**src/rtl/qerr_pkg.sv**
```systemverilog
package qerr_pkg;

    localparam int N_CAUSE = 5;
    localparam int ADDR_W  = 3;

    // Cause bit positions (software decodes these)
    localparam int C_SWERR = 4;
    localparam int C_RESWR = 3;
    localparam int C_INSRD = 2;
    localparam int C_DBOVF = 1;
    localparam int C_MBOX  = 0;

    localparam logic [N_CAUSE-1:0] HALT_MASK_DFLT =
        N_CAUSE'((1 << C_RESWR) | (1 << C_INSRD) | (1 << C_DBOVF));

    typedef enum logic [ADDR_W-1:0] {
        A_CAUSE_W1C = 3'd0,
        A_CAUSE_W1S = 3'd1,
        A_ENA_W1S   = 3'd2,
        A_ENA_W1C   = 3'd3,
        A_QRUN      = 3'd4
    } reg_addr_e;

    typedef struct packed {
        logic cause_clr;
        logic cause_set;
        logic ena_set;
        logic ena_clr;
        logic qrun;
    } wr_dec_t;

    function automatic wr_dec_t decode_wr(input logic we, input logic [ADDR_W-1:0] a);
        wr_dec_t d;
        d.cause_clr = we && (a == A_CAUSE_W1C);
        d.cause_set = we && (a == A_CAUSE_W1S);
        d.ena_set   = we && (a == A_ENA_W1S);
        d.ena_clr   = we && (a == A_ENA_W1C);
        d.qrun      = we && (a == A_QRUN);
        return d;
    endfunction

endpackage

```
**src/rtl/qerr_cause_bank.sv**
```systemverilog
module qerr_cause_bank #(
    parameter int N = 5
) (
    input  logic         clk,
    input  logic         rst,
    input  logic [N-1:0] hw_set,
    input  logic [N-1:0] sw_set,
    input  logic [N-1:0] sw_clr,
    output logic [N-1:0] cause
);

    for (genvar i = 0; i < N; i++) begin : g_bit
        always_ff @(posedge clk) begin
            if (rst)                       cause[i] <= 1'b0;
            else if (hw_set[i] | sw_set[i]) cause[i] <= 1'b1;
            else if (sw_clr[i])            cause[i] <= 1'b0;
        end

        // a set in the same cycle as a clear leaves the bit set
        assert_set_wins_R3: assert property (@(posedge clk) disable iff (rst)
            $past(!rst && (hw_set[i] || sw_set[i])) |-> cause[i]);

        // a set bit stays set unless a clear was written
        assert_sticky_R2: assert property (@(posedge clk) disable iff (rst)
            $past(!rst && cause[i] && !sw_clr[i]) |-> cause[i]);
    end

endmodule

```
**src/rtl/qerr_enable_reg.sv**
```systemverilog
module qerr_enable_reg #(
    parameter int N = 5
) (
    input  logic         clk,
    input  logic         rst,
    input  logic [N-1:0] set_mask,
    input  logic [N-1:0] clr_mask,
    output logic [N-1:0] ena
);

    always_ff @(posedge clk) begin
        if (rst) ena <= '0;
        else     ena <= (ena & ~clr_mask) | set_mask;
    end

    for (genvar i = 0; i < N; i++) begin : g_chk
        assert_ena_set_R5: assert property (@(posedge clk) disable iff (rst)
            $past(!rst && set_mask[i]) |-> ena[i]);
        assert_ena_clr_R5: assert property (@(posedge clk) disable iff (rst)
            $past(!rst && clr_mask[i] && !set_mask[i]) |-> !ena[i]);
    end

endmodule

```
**src/rtl/qerr_queue_ctl.sv**
```systemverilog
module qerr_queue_ctl #(
    parameter int         N         = 5,
    parameter logic [N-1:0] HALT_MASK = '0
) (
    input  logic         clk,
    input  logic         rst,
    input  logic [N-1:0] set_evt,
    input  logic         cont_on_err,
    input  logic         run_wr,
    input  logic         run_wdata,
    output logic         q_run
);

    logic halt_req;
    assign halt_req = !cont_on_err && |(set_evt & HALT_MASK);

    always_ff @(posedge clk) begin
        if (rst)          q_run <= 1'b0;
        else if (halt_req) q_run <= 1'b0;
        else if (run_wr)   q_run <= run_wdata;
    end

    assert_fault_halts_R8: assert property (@(posedge clk) disable iff (rst)
        $past(!rst && !cont_on_err && ((set_evt & HALT_MASK) != '0)) |-> !q_run);

    assert_benign_keeps_R9: assert property (@(posedge clk) disable iff (rst)
        $past(!rst && q_run && !run_wr && ((set_evt & HALT_MASK) == '0)) |-> q_run);

    assert_continue_keeps_R10: assert property (@(posedge clk) disable iff (rst)
        $past(!rst && q_run && cont_on_err && !run_wr) |-> q_run);

endmodule

```
**src/rtl/qerr_irq_ctrl.sv**
```systemverilog
module qerr_irq_ctrl
    import qerr_pkg::*;
#(
    parameter int               NC        = N_CAUSE,
    parameter logic [NC-1:0]    HALT_MASK = HALT_MASK_DFLT
) (
    input  logic              clk,
    input  logic              rst,
    input  logic [NC-1:0]     hw_evt,
    input  logic              cont_on_err,
    input  logic              wr_en,
    input  logic [ADDR_W-1:0] addr,
    input  logic [NC-1:0]     wdata,
    output logic [NC-1:0]     rdata,
    output logic              irq,
    output logic              q_enable
);

    wr_dec_t       dec;
    logic [NC-1:0] sw_set, sw_clr, ena_set, ena_clr;
    logic [NC-1:0] cause, ena;

    assign dec     = decode_wr(wr_en, addr);
    assign sw_set  = dec.cause_set ? wdata : '0;
    assign sw_clr  = dec.cause_clr ? wdata : '0;
    assign ena_set = dec.ena_set   ? wdata : '0;
    assign ena_clr = dec.ena_clr   ? wdata : '0;

    qerr_cause_bank #(.N(NC)) u_cause (
        .clk    (clk),
        .rst    (rst),
        .hw_set (hw_evt),
        .sw_set (sw_set),
        .sw_clr (sw_clr),
        .cause  (cause)
    );

    qerr_enable_reg #(.N(NC)) u_ena (
        .clk      (clk),
        .rst      (rst),
        .set_mask (ena_set),
        .clr_mask (ena_clr),
        .ena      (ena)
    );

    qerr_queue_ctl #(.N(NC), .HALT_MASK(HALT_MASK)) u_qctl (
        .clk         (clk),
        .rst         (rst),
        .set_evt     (hw_evt | sw_set),
        .cont_on_err (cont_on_err),
        .run_wr      (dec.qrun),
        .run_wdata   (wdata[0]),
        .q_run       (q_enable)
    );

    assign irq = |(cause & ena);

    always_comb begin
        case (addr)
            A_CAUSE_W1C, A_CAUSE_W1S: rdata = cause;
            A_ENA_W1S,   A_ENA_W1C:   rdata = ena;
            A_QRUN:                   rdata = NC'(q_enable);
            default:                  rdata = '0;
        endcase
    end

    // nothing is pending in the first cycle after reset
    assert_reset_quiet_R1: assert property (@(posedge clk)
        $past(rst) |-> (!irq && !q_enable));

    // with all enables cleared the line stays low
    assert_gated_R6: assert property (@(posedge clk) disable iff (rst)
        (ena == '0) |-> !irq);

endmodule

```
**config.mk**
```make
export PLATFORM = sky130hd
export DESIGN_NAME = qerr_irq_ctrl
export DESIGN_NICKNAME = d
export VERILOG_FILES = /design/src/rtl/qerr_pkg.sv /design/src/rtl/qerr_cause_bank.sv /design/src/rtl/qerr_enable_reg.sv /design/src/rtl/qerr_queue_ctl.sv /design/src/rtl/qerr_irq_ctrl.sv
export SDC_FILE = /design/constraint.sdc
export NUM_CORES = 1
export LEC_CHECK = 0
export ABC_AREA = 1
export BUFFER_PORTS_ARGS = -buffer_cell sky130_fd_sc_hd__buf_2
export CORE_MARGIN = 4
export CORE_UTILIZATION = 40
export DETAILED_ROUTE_END_ITERATION = 16
export PLACE_DENSITY = 0.67
export SLEW_MARGIN = 20
export SYNTH_ARGS = -nofsm -noshare
export SYNTH_HDL_FRONTEND = slang
export SYNTH_SLANG_ARGS = --single-unit
```
**constraint.sdc**
```tcl
create_clock -name clk -period 2.6 [get_ports clk]
set_input_delay 0.78 -clock clk [delete_from_list [all_inputs] [get_ports clk]]
set_output_delay 0.78 -clock clk [all_outputs]
set_load 0.02 [all_outputs]
```
==> qor.txt, run 1 <==
GR Overflow Total = 0
Hpwl dp = 1250 um
Post-CTS Setup Bufs = 0
Mapped Cells = 89
Area of the multi-input gates = 333 um2
Antenna violations before repair = 0
First-pass GRT wire length = 2450 um
Inserted Diodes = 0
F_max = 427 MHz
Synth warnings = 0
Nets = 133
Vias in the first global route = 572
Min-Delay Endpoint = u_ena.ena[0]$_SDFF_PP0_
Setup TNS = 0 ns
CP Launch Type = primary input
Worst path cell trace = buf_2, nor2_2, nand2_1, o211ai_1, buf_2
Initial drt markers = 12
Net count after synthesis = 106
CP required = 1.82 ns
CP Capture Type = primary output
Post-synth cell types = 19
Post-Route WL = 1620 um
Arrival time at the worst endpoint = 1.56 ns
Cell mode on critical path = buf_2
DRC = 0
CTS Buf Count = 3
Largest cells by area after synthesis = dfxtp_1, nand2_1, inv_1, o21ai_0, a21oi_1
Number of flops mapped to enable cells by yosys = 0
Clk buf depth = 2
H-tree depth = 1
Max VDD drop = 249 uV
Most common cell after layout, fill and taps aside = buf_2
Tcrit/Tclk final = 90.2%
Min-Delay Path Class = register to register
Async SR Flop Fraction = 0%
Register area = 220 um2
Row count = 13
Worst Path Buf+Inv = 2
Clock Latency Late Sink = 0.26 ns
Cell taking the most area after synthesis = dfxtp_1
Largest net degree at the start of global routing = 12
Status = finished, final reports clean
Via count = 679
Ratio of cells with drive above 1 in the final layout = 27.0%
Reg2reg start = u_qctl.q_run$_SDFFE_PP0P_
Gpl congestion = 0.790
Cts repair resizes = 0
Worst Max-Slew Pin Slew = 0.412 ns
Max cap viols = 0
Clock Sinks = 11
Worst Reg-to-Reg Cells = 4
CP delay by family, top = simple AND/OR/NAND/NOR gates
Fin crit period = 2.34 ns
Hold path startpoint = u_ena.ena[0]$_SDFF_PP0_
Port bufs = 23
Mapped cell area = 624 um2
CORE AREA = 1380 um2
Hold depth = 2
Die H = 47.5 um
GRT Total Usage = 15.9%
Sequential area share after synthesis = 35.3%
CTS Hold Buffers Added = 0
Power Total = 0.363 mW
CP max stage delay = 0.26 ns
Worst-path clk slew = 0.07 ns
Fin. max-slew vios = 0
Max_slew headroom = 72.3%
I/O pin total = 24
Hold Vio Cnt, Final = 0
Commonest cells after routing, fill and taps aside = buf_2, nand2_1, inv_1, o21ai_0, dfxtp_1
Drt pass-1 iters = 4
Kind of critical path = primary input to primary output
Critical-path top delay cell = nor2_2
Crit Reg-Reg Endpoint = u_qctl.q_run$_SDFFE_PP0P_
Unrepaired setup endpoints after global routing = no
Root Buffer = clkbuf_4
Leakage = 0.379 nW
Post-route ant nets = 0
Final setup violation count = 0
Area grow syn2layout = 24.4%
Flops & latches, synth = 11
FILL cells = 149
Die Area = 2260 um2
CTS tree = built
WL/cell = 12.5 um
Critical path fanouts, max = 8
Share of the synthesized area in the top cell type = 35.3%
Initial Util = 45.2%
Cell Pwr Density = 467 nW/um2
Die X = 47.5 um
Ys flop type = dfxtp_1
Worst reg2reg setup slack = 1.89 ns
Worst Clk Skew = 0 ns
Synthesized area per cell = 7.02 um2
Avg Vias per Cell = 5.22
stage by stage:
step / setup slack (ns) / util, % / instance area [um2] / instances / hold WS (ns)
finish: 0.256 / 56.2 / 777 / 130 / 0.496
global route: 0.176 / 56.2 / 777 / 130 / 0.532
CTS: 0.252 / 56.2 / 777 / 130 / 0.497
detailed placement: 0.255 / 54.3 / 751 / 126 / 0.488
global placement: 0.280 / 54.3 / 751 / 126 / 0.482
floorplan: 0.478 / - / 624 / 89 / 0.466
Yosys cell counts (2+ instances only):
library cell  instances
a21oi_1               7
a31oi_1               4
inv_1                15
dfxtp_1              11
a22o_1                4
nor2_2                2
o21ai_0              11
nor2_1                3
nand2_1              20
nand3_1               3
where the power goes:
part	internal, mW	switching [mW]	leakage (nW)
Combinational	0.0256	0.0391	0.274
Sequential	0.176	0.00580	0.0905
Clock	0.0594	0.0566	0.0150
Total	0.261	0.101	0.379
registers in the layout, indices dropped and copies added (netlist names):
| name | flops |
|---|---|
| u_qctl.q_run | 1 |
| u_ena.ena | 5 |
| u_cause.cause | 5 |
worst max-delay path by stage:
stage                     startpoint  endpoint  cells after the start
after floorplan              addr[0]  rdata[0]                      3
after global placement       addr[2]  rdata[0]                      5
after detailed placement     addr[2]  rdata[0]                      5
after CTS                    addr[2]  rdata[0]                      5
after global routing         addr[2]  rdata[0]                      5
final                        addr[2]  rdata[0]                      5
worst reg2reg max path, delay by kind of cell, from the launching register on:
kind | cells | cell delay [ns]
buffers and inverters | 1 | 0.05
flip-flops | 1 | 0.33
AO/OA/AOI/OAI | 2 | 0.17
AND/OR/NAND/NOR | 1 | 0.09
layout make-up:
class                   count  area share, %
clock buffers               4           3.38
inverters                  15           7.25
multi-input cells          61           42.8
flip-flops and latches     11           28.3
well taps                  15           2.42
repair buffers             24           15.8
cells by family (layout without fill, tap and decap cells):
| group | after synthesis | count (layout) | synth area share, % |
|---|---|---|---|
| AOI/OAI and AO/OA | 29 | 29 | 27.9 |
| and+or+nand+nor | 32 | 32 | 25.5 |
| buffers and inverters | 17 | 43 | 11.4 |
| DFF | 11 | 11 | 35.3 |
metal layers:
metal	wire (um)	vias up	GRT usage, %
li1	-	351	-
met1	704	302	19.3
met2	768	24	25.4
met3	139	2	6.77
met4	10	0	4.97
met5	0	-	0
Note: power is estimated with default switching activity, not from simulation.
==> inputs of run 2 (changes only) <==
--- a/config.mk
+++ b/config.mk
@@ -9,3 +9,3 @@
 export BUFFER_PORTS_ARGS = -buffer_cell sky130_fd_sc_hd__buf_2
-export CORE_MARGIN = 4
+export CORE_MARGIN = 2
 export CORE_UTILIZATION = 40
==> constraint.sdc (replaced) <==
create_clock -name clk -period 2.6 [get_ports clk]
set_input_delay 0.13 -clock clk [delete_from_list [all_inputs] [get_ports clk]]
set_output_delay 0.13 -clock clk [all_outputs]
set_load 0.02 [all_outputs]
==> qor.txt, run 2 (synthesis gave the netlist of run 1 again) <==
Worst Clk Skew = 0 ns
Final Hold Slack = 0.0799 ns
CTS Buf Count = 3
Status = finished, final reports clean
Commonest cells after routing, fill and taps aside = buf_2, nand2_1, inv_1, o21ai_0, dfxtp_1
Comb pwr share = 17.4%
Biggest regs = u_cause.cause x5, u_ena.ena x5, u_qctl.q_run x1
FILL cells = 162
Unrepaired setup endpoints after global routing = no
CP delay by family, top = flip-flops
Power Internal = 0.261 mW
CP Launch Type = register
CP Capture Type = primary output
Worst-path clk slew = 0.07 ns
Hold path startpoint = cont_on_err
WL/cell = 12.0 um
Post-CTS Setup Bufs = 0
I/O pin total = 24
Die H = 43.5 um
Clk buf depth = 2
Avg Vias per Cell = 5.28
First-pass GRT wire length = 2550 um
GR Overflow Total = 0
Initial Util = 41.9%
DRC = 0
Most common cell after layout, fill and taps aside = buf_2
Leakage = 0.374 nW
Worst reg2reg setup slack = 1.91 ns
Min-Delay Path Class = primary input to register
Die X = 43.5 um
Cell mode on critical path = nand2_1
Arrival time at the worst endpoint = 1.16 ns
CP required = 2.47 ns
Root Buffer = clkbuf_4
Die Area = 1890 um2
Min-Delay Endpoint = u_qctl.q_run$_SDFFE_PP0P_
Gpl congestion = 0.813
Worst Path Buf+Inv = 1
Crit Reg-Reg Endpoint = u_qctl.q_run$_SDFFE_PP0P_
Max cap viols = 0
Clock Sinks = 11
Post-route ant nets = 0
Clock share of power = 32.6%
Tcrit/Tclk final = 49.5%
Critical-path top delay cell = dfxtp_1
Largest net degree at the start of global routing = 12
CTS Hold Buffers Added = 0
Hpwl dp = 1210 um
Max VDD drop = 307 uV
Worst Max-Slew Pin Slew = 0.427 ns
H-tree depth = 1
Final setup violation count = 0
CORE AREA = 1490 um2
Via count = 687
Worst path cell trace = nand2_1, nand2_1, a221oi_1, nand2_1, buf_2
Cts repair resizes = 0
Vias in the first global route = 594
Hold depth = 3
Port bufs = 23
Sequential power share = 49.9%
Kind of critical path = register to primary output
GRT Total Usage = 19.0%
DP Cell Count = 126
CP max stage delay = 0.33 ns
Worst Reg-to-Reg Cells = 4
Finished Layout Cells = 130
Reg2reg start = u_qctl.q_run$_SDFFE_PP0P_
Max_slew headroom = 71.5%
Nets = 132
Clock Latency Late Sink = 0.27 ns
Fin. max-slew vios = 0
Post-Route WL = 1560 um
Ratio of cells with drive above 1 in the final layout = 26.3%
Cell Pwr Density = 473 nW/um2
Critical path fanouts, max = 3
Setup TNS = 0 ns
Antenna violations before repair = 0
Drt pass-1 iters = 4
Sw Ratio = 28.5%
Row count = 14
Area grow syn2layout = 23.4%
F_max = 777 MHz
Inserted Diodes = 0
CTS tree = built
Hold Vio Cnt, Final = 0
Fin crit period = 1.29 ns
P_sw = 0.104 mW
Initial drt markers = 15
run 2: changes by cell type in the layout (fill, tap and decap cells not counted):
| cell | before | now |
|---|---|---|
| buf_4 | 1 | 0 |
run 2: how the worst max path moves through the flow:
stage | cells after the start | endpoint | slack, ns | from
floorplan | 2 | rdata[0] | 1.58 | u_qctl.q_run$_SDFFE_PP0P_
global placement | 5 | u_cause.cause[3]$_SDFFE_PP0P_ | 1.39 | addr[2]
detailed placement | 5 | u_cause.cause[3]$_SDFFE_PP0P_ | 1.37 | addr[2]
CTS | 5 | irq | 1.29 | u_ena.ena[1]$_SDFF_PP0_
global route | 5 | irq | 1.23 | u_ena.ena[1]$_SDFF_PP0_
finish | 5 | irq | 1.31 | u_ena.ena[0]$_SDFF_PP0_
run 2: per-layer routing:
metal / up-vias / GRT usage [%] / wire length [um]
met5: - / 0 / 0
li1: 353 / - / -
met4: 0 / 9.70 / 27
met2: 20 / 26.9 / 733
met1: 310 / 24.8 / 700
met3: 4 / 7.92 / 95
run 2: layout make-up:
class	instances	area [um2]	share of cell area, %
Clock buffer	4	26.3	3.41
Timing Repair Buffer	23	115	14.9
Multi-Input combinational cell	61	333	43.2
Sequential cell	11	220	28.6
Inverter	15	56.3	7.31
Tap cell	16	20.0	2.60
run 2: power groups by stage:
stage          Combinational (mW)  Clock (mW)  Sequential [mW]
2_1_floorplan              0.0381           0            0.184
3_3_place_gp               0.0626           0            0.185
3_5_place_dp               0.0635           0            0.186
4_1_cts                    0.0637       0.124            0.182
5_1_grt                    0.0721       0.127            0.183
6_report                   0.0635       0.119            0.182
run 2: worst reg2reg max path, delay by kind of cell, from the launching register on:
kind / cells / cell delay [ns]
flip-flops: 1 / 0.32
buffers and inverters: 1 / 0.05
AND/OR/NAND/NOR: 1 / 0.09
AO/OA/AOI/OAI: 2 / 0.17
run 2: through the flow:
stage	setup WS (ns)	util, %	area (um2)	total power, mW
3_5_place_dp	1.37	50.0	744	0.249
6_report	1.31	51.8	771	0.365
2_1_floorplan	1.58	-	624	0.222
5_1_grt	1.23	51.8	771	0.383
3_3_place_gp	1.39	50.0	744	0.248
4_1_cts	1.29	51.8	771	0.370
